==> src/rtl/chgtrk_pkg.sv <==
// Shared constants for the charge tracker.
// Assumes: counters are unsigned; the self-discharge limit is expressed
// as the ratio SD_NUM/SD_DEN of the capacity captured at flag set time.
package chgtrk_pkg;
    localparam int CNT_W      = 16;
    localparam int VALID_RUNS = 2;   // pulses that must precede the qualifying one
    localparam int SD_NUM     = 3;   // 3/50 = 6 %
    localparam int SD_DEN     = 50;
endpackage

==> src/rtl/cap_counter.sv <==
// Available-capacity counter and discharge tally.
// Does: applies one pulse per cycle by priority. The order is: charge-complete
// load, post-empty clear, discharge, self-discharge, charge.
// Assumes: full_ref is the registered learned reference; xfer is the
// single-cycle "valid charge after empty" strobe.
module cap_counter #(
    parameter int W = chgtrk_pkg::CNT_W
) (
    input  logic         clk,
    input  logic         rst_n,
    input  logic         soft_rst,
    input  logic         chg_pulse,
    input  logic         dsg_pulse,
    input  logic         sdsg_pulse,
    input  logic         chg_done,
    input  logic         xfer,
    input  logic [W-1:0] full_ref,
    output logic [W-1:0] avail_q,
    output logic [W-1:0] dcnt_q,
    output logic         sd_dec
);
    localparam logic [W-1:0] MAXV = {W{1'b1}};

    logic         at_full;
    logic [W-1:0] dbase;
    logic [W-1:0] avail_d;
    logic [W-1:0] dcnt_d;

    // Pick the single pulse that acts this cycle and form next values.
    always_comb begin
        at_full = (avail_q == full_ref);
        dbase   = at_full ? '0 : dcnt_q;
        avail_d = avail_q;
        dcnt_d  = dbase;
        sd_dec  = 1'b0;
        if (chg_done) begin
            avail_d = full_ref;
        end else if (xfer) begin
            avail_d = '0;
        end else if (dsg_pulse) begin
            avail_d = (avail_q == '0) ? '0 : avail_q - 1'b1;
            dcnt_d  = (dbase == MAXV) ? MAXV : dbase + 1'b1;
        end else if (sdsg_pulse && avail_q != '0) begin
            avail_d = avail_q - 1'b1;
            dcnt_d  = (dbase == MAXV) ? MAXV : dbase + 1'b1;
            sd_dec  = 1'b1;
        end else if (chg_pulse && avail_q < full_ref) begin
            avail_d = avail_q + 1'b1;
        end
    end

    // Register both counters; either reset source clears them.
    always_ff @(posedge clk) begin
        if (!rst_n || soft_rst) begin
            avail_q <= '0;
            dcnt_q  <= '0;
        end else begin
            avail_q <= avail_d;
            dcnt_q  <= dcnt_d;
        end
    end


    avail_le_ref_chk: assert property (@(posedge clk) disable iff (!rst_n)
        avail_q <= full_ref);


    dcnt_sat_chk: assert property (@(posedge clk) disable iff (!rst_n)
        (dcnt_q == MAXV && avail_q != full_ref && !soft_rst) |=> dcnt_q == MAXV);
endmodule

==> src/rtl/learn_unit.sv <==
// Learned full-capacity reference.
// Does: loads the programmed count on reset. On a qualified transfer it takes
// the discharge tally, bounded below by three quarters of the old value.
// Assumes: xfer and vdis are sampled in the same cycle, before the flag clears.
module learn_unit #(
    parameter int W = chgtrk_pkg::CNT_W
) (
    input  logic         clk,
    input  logic         rst_n,
    input  logic         soft_rst,
    input  logic [W-1:0] full_prog,
    input  logic         xfer,
    input  logic         vdis,
    input  logic [W-1:0] dcnt,
    output logic [W-1:0] learned_q
);
    logic [W-1:0] floor_v;

    // Lowest value a single transfer may write.
    always_comb floor_v = learned_q - (learned_q >> 2);

    // Hold, reload or transfer the reference.
    always_ff @(posedge clk) begin
        if (!rst_n || soft_rst)
            learned_q <= full_prog;
        else if (xfer && vdis)
            learned_q <= (dcnt >= floor_v) ? dcnt : floor_v;
    end


    quarter_drop_chk: assert property (@(posedge clk) disable iff (!rst_n)
        !soft_rst |=> ({1'b0, learned_q} + {1'b0, ($past(learned_q) >> 2)})
                      >= {1'b0, $past(learned_q)});
endmodule

==> src/rtl/flag_unit.sv <==
// Charge qualification and status flags.
// Does: qualifies a valid charge from a run of charge pulses and remembers a
// pending end-of-discharge. Keeps the valid-discharge, replaced and
// charge-status flags, plus the self-discharge budget behind the
// valid-discharge flag.
// Assumes: sd_dec marks a self-discharge pulse that actually lowered capacity.
module flag_unit #(
    parameter int W = chgtrk_pkg::CNT_W
) (
    input  logic         clk,
    input  logic         rst_n,
    input  logic         soft_rst,
    input  logic         chg_pulse,
    input  logic         dsg_pulse,
    input  logic         chg_act,
    input  logic         chg_done,
    input  logic         eod_evt,
    input  logic         cold,
    input  logic         sd_dec,
    input  logic [W-1:0] avail,
    input  logic [W-1:0] full_ref,
    output logic         xfer,
    output logic         vdis_q,
    output logic         repl_q,
    output logic         chg_q
);
    localparam int PW = W + 7;
    localparam int RUN_MAX = chgtrk_pkg::VALID_RUNS + 1;

    logic [1:0]    run_q;
    logic          eod_pend_q;
    logic [W-1:0]  snap_q;
    logic [W-1:0]  sd_acc_q;
    logic          chg_step;
    logic          valid_evt;
    logic          sd_over;
    logic          vd_kill;
    logic          vd_set;
    logic [PW-1:0] lhs;
    logic [PW-1:0] rhs;

    // Decode events for this cycle.
    always_comb begin
        chg_step  = chg_pulse && chg_act && !dsg_pulse;
        valid_evt = chg_step && (run_q == 2'(chgtrk_pkg::VALID_RUNS));
        xfer      = valid_evt && eod_pend_q;
        lhs       = (PW'(sd_acc_q) + PW'(1)) * PW'(chgtrk_pkg::SD_DEN);
        rhs       = PW'(snap_q) * PW'(chgtrk_pkg::SD_NUM);
        sd_over   = sd_dec && vdis_q && (lhs > rhs);
        vd_kill   = valid_evt || (eod_evt && cold) || sd_over;
        vd_set    = chg_done || (dsg_pulse && avail == full_ref);
    end

    // Run length of uninterrupted charge pulses, saturating past the threshold.
    always_ff @(posedge clk) begin
        if (!rst_n || soft_rst || !chg_act || dsg_pulse)
            run_q <= '0;
        else if (chg_step && run_q != 2'(RUN_MAX))
            run_q <= run_q + 1'b1;
    end

    // Remember an end-of-discharge until the next valid charge.
    always_ff @(posedge clk) begin
        if (!rst_n || soft_rst)
            eod_pend_q <= 1'b0;
        else if (eod_evt)
            eod_pend_q <= 1'b1;
        else if (valid_evt)
            eod_pend_q <= 1'b0;
    end

    // Charge-status flag.
    always_ff @(posedge clk) begin
        if (!rst_n || soft_rst || !chg_act || dsg_pulse)
            chg_q <= 1'b0;
        else if (valid_evt)
            chg_q <= 1'b1;
    end

    // Battery-replaced flag.
    always_ff @(posedge clk) begin
        if (!rst_n || soft_rst)
            repl_q <= 1'b1;
        else if (xfer || (chg_q && avail == full_ref))
            repl_q <= 1'b0;
    end

    // Valid-discharge flag with its self-discharge budget; clears beat sets.
    always_ff @(posedge clk) begin
        if (!rst_n || soft_rst) begin
            vdis_q   <= 1'b0;
            snap_q   <= '0;
            sd_acc_q <= '0;
        end else if (vd_kill) begin
            vdis_q   <= 1'b0;
        end else if (vd_set) begin
            vdis_q   <= 1'b1;
            snap_q   <= chg_done ? full_ref : avail;
            sd_acc_q <= '0;
        end else if (sd_dec && vdis_q) begin
            sd_acc_q <= sd_acc_q + 1'b1;
        end
    end


    cold_eod_clear_chk: assert property (@(posedge clk) disable iff (!rst_n)
        (eod_evt && cold) |=> !vdis_q);


    chg_drop_chk: assert property (@(posedge clk) disable iff (!rst_n)
        (!chg_act || dsg_pulse) |=> !chg_q);


    soft_reset_flags_chk: assert property (@(posedge clk) disable iff (!rst_n)
        soft_rst |=> (repl_q && !vdis_q && !chg_q));
endmodule

==> src/rtl/charge_tracker.sv <==
// Top of the battery charge counter.
// Does: connects the capacity counter, the learned reference and the flag
// logic; every output is a register.
// Assumes: input pulses are single-cycle and already compensated.
module charge_tracker #(
    parameter int W = chgtrk_pkg::CNT_W
) (
    input  logic         clk,
    input  logic         rst_n,
    input  logic         soft_rst,
    input  logic [W-1:0] full_prog,
    input  logic         chg_pulse,
    input  logic         dsg_pulse,
    input  logic         sdsg_pulse,
    input  logic         chg_act,
    input  logic         chg_done,
    input  logic         eod_evt,
    input  logic         cold,
    output logic [W-1:0] avail_cnt,
    output logic [W-1:0] dsg_cnt,
    output logic [W-1:0] full_ref,
    output logic         flag_vdis,
    output logic         flag_repl,
    output logic         flag_chg
);
    logic xfer;
    logic sd_dec;

    cap_counter #(.W(W)) u_cap (
        .clk(clk), .rst_n(rst_n), .soft_rst(soft_rst),
        .chg_pulse(chg_pulse), .dsg_pulse(dsg_pulse), .sdsg_pulse(sdsg_pulse),
        .chg_done(chg_done), .xfer(xfer), .full_ref(full_ref),
        .avail_q(avail_cnt), .dcnt_q(dsg_cnt), .sd_dec(sd_dec)
    );

    learn_unit #(.W(W)) u_learn (
        .clk(clk), .rst_n(rst_n), .soft_rst(soft_rst),
        .full_prog(full_prog), .xfer(xfer), .vdis(flag_vdis),
        .dcnt(dsg_cnt), .learned_q(full_ref)
    );

    flag_unit #(.W(W)) u_flags (
        .clk(clk), .rst_n(rst_n), .soft_rst(soft_rst),
        .chg_pulse(chg_pulse), .dsg_pulse(dsg_pulse), .chg_act(chg_act),
        .chg_done(chg_done), .eod_evt(eod_evt), .cold(cold),
        .sd_dec(sd_dec), .avail(avail_cnt), .full_ref(full_ref),
        .xfer(xfer), .vdis_q(flag_vdis), .repl_q(flag_repl), .chg_q(flag_chg)
    );
endmodule

==> config.mk <==
export PLATFORM = sky130hd
export DESIGN_NAME = charge_tracker
export DESIGN_NICKNAME = d
export VERILOG_FILES = /design/src/rtl/chgtrk_pkg.sv /design/src/rtl/cap_counter.sv /design/src/rtl/learn_unit.sv /design/src/rtl/flag_unit.sv /design/src/rtl/charge_tracker.sv
export SDC_FILE = /design/constraint.sdc
export NUM_CORES = 1
export LEC_CHECK = 0
export BUFFER_PORTS_ARGS = -buffer_cell sky130_fd_sc_hd__buf_4
export CELL_PAD_IN_SITES_DETAIL_PLACEMENT = 0
export CELL_PAD_IN_SITES_GLOBAL_PLACEMENT = 1
export CORE_ASPECT_RATIO = 0.5
export CORE_MARGIN = 5
export CORE_UTILIZATION = 50
export CTS_CLUSTER_DIAMETER = 200
export DETAILED_ROUTE_END_ITERATION = 8
export GPL_ROUTABILITY_DRIVEN = 1
export PLACE_DENSITY_LB_ADDON = 0.1
export SLEW_MARGIN = 20
export SYNTH_ARGS = -nofsm -noshare
export SYNTH_HDL_FRONTEND = slang
export SYNTH_SLANG_ARGS = --single-unit
==> constraint.sdc <==
create_clock -name clk -period 20.3 [get_ports clk]
set_input_delay 0 -clock clk [delete_from_list [all_inputs] [get_ports clk]]
set_output_delay 0 -clock clk [all_outputs]
set_load 0.05 [all_outputs]
==> results.yml <==
sta:
  slew_headroom_pct: 25.3
  setup_violations: 0
  finalSetupTns_ps: 0
  achievable-frequency_ghz: 0.133
  layout_worst_path_cycle_share_pct: 37.1
  period_needed_ps: 7520
  worst_slew_pin_slew_ps: 1120
  slew_viol_final: 0
  final.hold.worst_slack_ps: 40.9
  finalClockSkew_ps: 7.07
  final_hold_viol_count: 0
  grt_setup_unrepaired: "no"
critical_path:
  r2r_start: "u_flags.sd_acc_q[0]"
  worst_r2r_endpoint: "u_flags.sd_acc_q[8]"
  crit_path_max_fanout: 22
  worst_setup_path_start_kind: "flop"
  worst_setup_path_end_kind: "flop"
  cp_top_family: "simple AND/OR/NAND/NOR gates"
  ff2ff_path_depth: 28
  worst_reg_to_reg_setup_slack_ps: 12780
  timing.critical_path.slowest_cell_delay_ps: 570
  worstPathBufferInverterCount: 3
  worstPathArrival_ps: 7760
  crit_top_cell: "sky130_fd_sc_hd__ha_1"
  cp_data_required_time_ps: 20540
  cpMaxStageDelayCell: "sky130_fd_sc_hd__or4_4"
  critPathKind: "flop to flop"
yosys:
  ys.warnings.count: 0
  dominantRegCellSynth: "sky130_fd_sc_hd__dfxtp_1"
  yosys_register_bits: 86
  synth.net_count: 1297
  ys_seq_area_share_pct: 20.9
  synthesis.area_per_instance_sq_um: 8.05
  postSynthCellCount: 1118
  synth_enable_flop_cells: 16
  synth.distinct_cells: 68
  postSynth.asyncResetShare_pct: 0
  mappedNetlistArea_sq_um: 9000
die:
  floorplan.die.height_um: 105
  die-area_sq_um: 21000
  placementRows: 34
  initial_utilization_pct: 51.4
  fp.coreArea_sq_um: 17500
  io_pins: 77
  die_wd_um: 200
detailed_routing:
  totalWireLength_mm: 23.6
  met2RoutedLength_mm: 10.9
  viasPerCell: 5.68
  ant_nets: 0
  overall_via_count_from_detail_route: 8055
  top_layer: "met4"
  route.detailed.wl_per_inst_um: 16.6
  detail_route.first_pass.iterations: 5
  drt-initial-drc-count: 326
  detail_route.wirelength.met1_mm: 11.5
  met3_length_um: 750
  post-route-drc-count: 0
power_and_ir_drop:
  power_mw: 0.758
  power.density_nw_per_um2: 74.2
  worst_ir_drop_vdd_mv: 0.0501
  p_leak_nw: 4.95
placed_design:
  place_hpwl_mm: 18.1
  gp_congestion: 0.862
  port_bufs: 76
cells_and_area:
  final-seq-area_sq_um: 1880
  diodes_inserted: 0
  multi_input_comb_area_sq_um: 6550
  nets_finish: 1359
  area_growth_syn_to_layout_pct: 13.5
  fin_util_pct: 58.3
  post_route_cells_drive_above_1_share_pct: 10.7
  fill_cells: 1638
grt:
  grt_use_total_pct: 22.8
  grt_antenna_before_repair: 0
  grt_max_degree: 47
  grt_first_pass_wirelength_mm: 39.8
  grt_remaining_overflow: 0
  vias_in_the_first_global_route: 8109
cts:
  cts-root-buf: "sky130_fd_sc_hd__clkbuf_16"
  cts_num_sinks: 86
  clk_pin_slew_worst_paths_ps: 70
  htreeDepth: 3
  numCtsBuffers: 9
  clock_latency_ps: 350
  clock_tree.buffer_depth: 2
  cts_tree: "done"
  postCtsSetupRepairBufs: 0
min_path:
  min_delay_worst_endpoint: "u_flags.chg_q"
  hold_path_depth: 4
  min-delay-path-class: "input port to flop"
  timing.hold.worst.start: "dsg_pulse"
status:
  result_of_the_run: "complete, no violations"
job:
  max_cap_viol_count: 0
==> cells in the mapped netlist, types with 18 or more instances <==
cell type,count,area (sq um)
sky130_fd_sc_hd__a211oi_1,28,210
sky130_fd_sc_hd__a21o_1,23,173
sky130_fd_sc_hd__a21oi_1,79,395
sky130_fd_sc_hd__clkbuf_1,36,135
sky130_fd_sc_hd__dfxtp_1,70,1400
sky130_fd_sc_hd__ha_1,140,1750
sky130_fd_sc_hd__inv_1,111,417
sky130_fd_sc_hd__mux2i_1,26,260
sky130_fd_sc_hd__nand2_1,80,300
sky130_fd_sc_hd__nand2b_1,18,113
sky130_fd_sc_hd__nand3_1,34,170
sky130_fd_sc_hd__nor2_1,83,312
sky130_fd_sc_hd__nor3_1,40,200
sky130_fd_sc_hd__o21ai_0,41,205
sky130_fd_sc_hd__xnor2_1,47,412
sky130_fd_sc_hd__xor2_1,29,254
==> power by group <==
part | switching, mW | leakage, nW | internal, mW | total, mW
Combinational | 0.211 | 4.07 | 0.145 | 0.356
Sequential | 0.0278 | 0.732 | 0.191 | 0.219
Clock | 0.0767 | 0.150 | 0.107 | 0.184
==> logic make-up (layout without fill, tap and decap cells) <==
family / Yosys count / after routing / share of synthesized area [%]
multiplexers: 38 / 38 / 4.39
flip-flops: 86 / 86 / 20.9
buffers and inverters: 157 / 224 / 6.66
AND/OR/NAND/NOR: 339 / 339 / 18.6
AO/OA/AOI/OAI: 268 / 268 / 19.4
XOR/XNOR: 77 / 77 / 7.70
adder cells (fa/ha/maj): 153 / 153 / 22.3
==> flip-flops by register name (all words and copies together), names as in the netlist <==
name	cells
u_flags.repl_q	1
u_cap.avail_q	16
u_flags.vdis_q	1
u_flags.snap_q	16
u_cap.dcnt_q	16
u_flags.chg_q	1
u_flags.eod_pend_q	1
u_flags.run_q	2
u_learn.learned_q	16
u_flags.sd_acc_q	16
==> cell usage in the layout, fill, tap and decap left out, types with 17 or more instances in the layout <==
cell type / count
sky130_fd_sc_hd__a211oi_1: 28
sky130_fd_sc_hd__a21o_1: 23
sky130_fd_sc_hd__a21oi_1: 79
sky130_fd_sc_hd__buf_4: 81
sky130_fd_sc_hd__dfxtp_1: 70
sky130_fd_sc_hd__ha_1: 140
sky130_fd_sc_hd__inv_1: 111
sky130_fd_sc_hd__mux2i_1: 26
sky130_fd_sc_hd__nand2_1: 80
sky130_fd_sc_hd__nand2b_1: 17
sky130_fd_sc_hd__nand3_1: 34
sky130_fd_sc_hd__nor2_1: 82
sky130_fd_sc_hd__nor3_1: 40
sky130_fd_sc_hd__o21ai_0: 40
sky130_fd_sc_hd__xnor2_1: 47
sky130_fd_sc_hd__xor2_1: 29
==> per-layer routing <==
layer	up-vias	track usage [%]
li1	4120	-
met5	-	0
met2	124	38.8
met3	22	3.57
met4	0	4.75
met1	3789	30.8
==> final cells by class <==
class,count,share of cell area [%]
Clock buffer,9,2.20
Clock inverter,7,0.869
Inverter,111,4.08
Multi-Input combinational cell,875,64.1
Sequential cell,86,18.4
Tap cell,234,2.86
Timing Repair Buffer,97,7.52
==> tightest hold or removal path: cells and delay by family <==
| family | cells | cell delay, ps |
|---|---|---|
| AOI/OAI and AO/OA | 1 | 50 |
| and+or+nand+nor | 2 | 170 |
| buffers and inverters | 1 | 130 |
==> worst max-delay path by stage <==
stage | cells past startpoint | endpoint | startpoint | slack, ps
2_1_floorplan | 31 | u_flags.sd_acc_q[11] | u_flags.sd_acc_q[3] | 13670
3_5_place_dp | 28 | u_flags.sd_acc_q[8] | u_flags.sd_acc_q[0] | 12810
4_1_cts | 28 | u_flags.sd_acc_q[8] | u_flags.sd_acc_q[0] | 12760
6_report | 28 | u_flags.sd_acc_q[8] | u_flags.sd_acc_q[0] | 12780
3_3_place_gp | 28 | u_flags.sd_acc_q[11] | u_flags.sd_acc_q[0] | 13190
5_1_grt | 28 | u_flags.sd_acc_q[8] | u_flags.sd_acc_q[0] | 12040
==> metrics by stage <==
stage / area [sq um] / std cells / worst slack, ps
CTS: 10200 / 1419 / 12760
global placement: 9750 / 1387 / 13190
detailed placement: 9750 / 1387 / 12810
global route: 10200 / 1419 / 12040
finish: 10200 / 1419 / 12780
floorplan: 9000 / 1118 / 13670
==> what timing repair did <==
item                      CTS  global route
hold buffers               16             0
gates resized for setup     0             0
hold endpoints to repair   16             0
No activity file was read; power rests on OpenSTA's default activity.
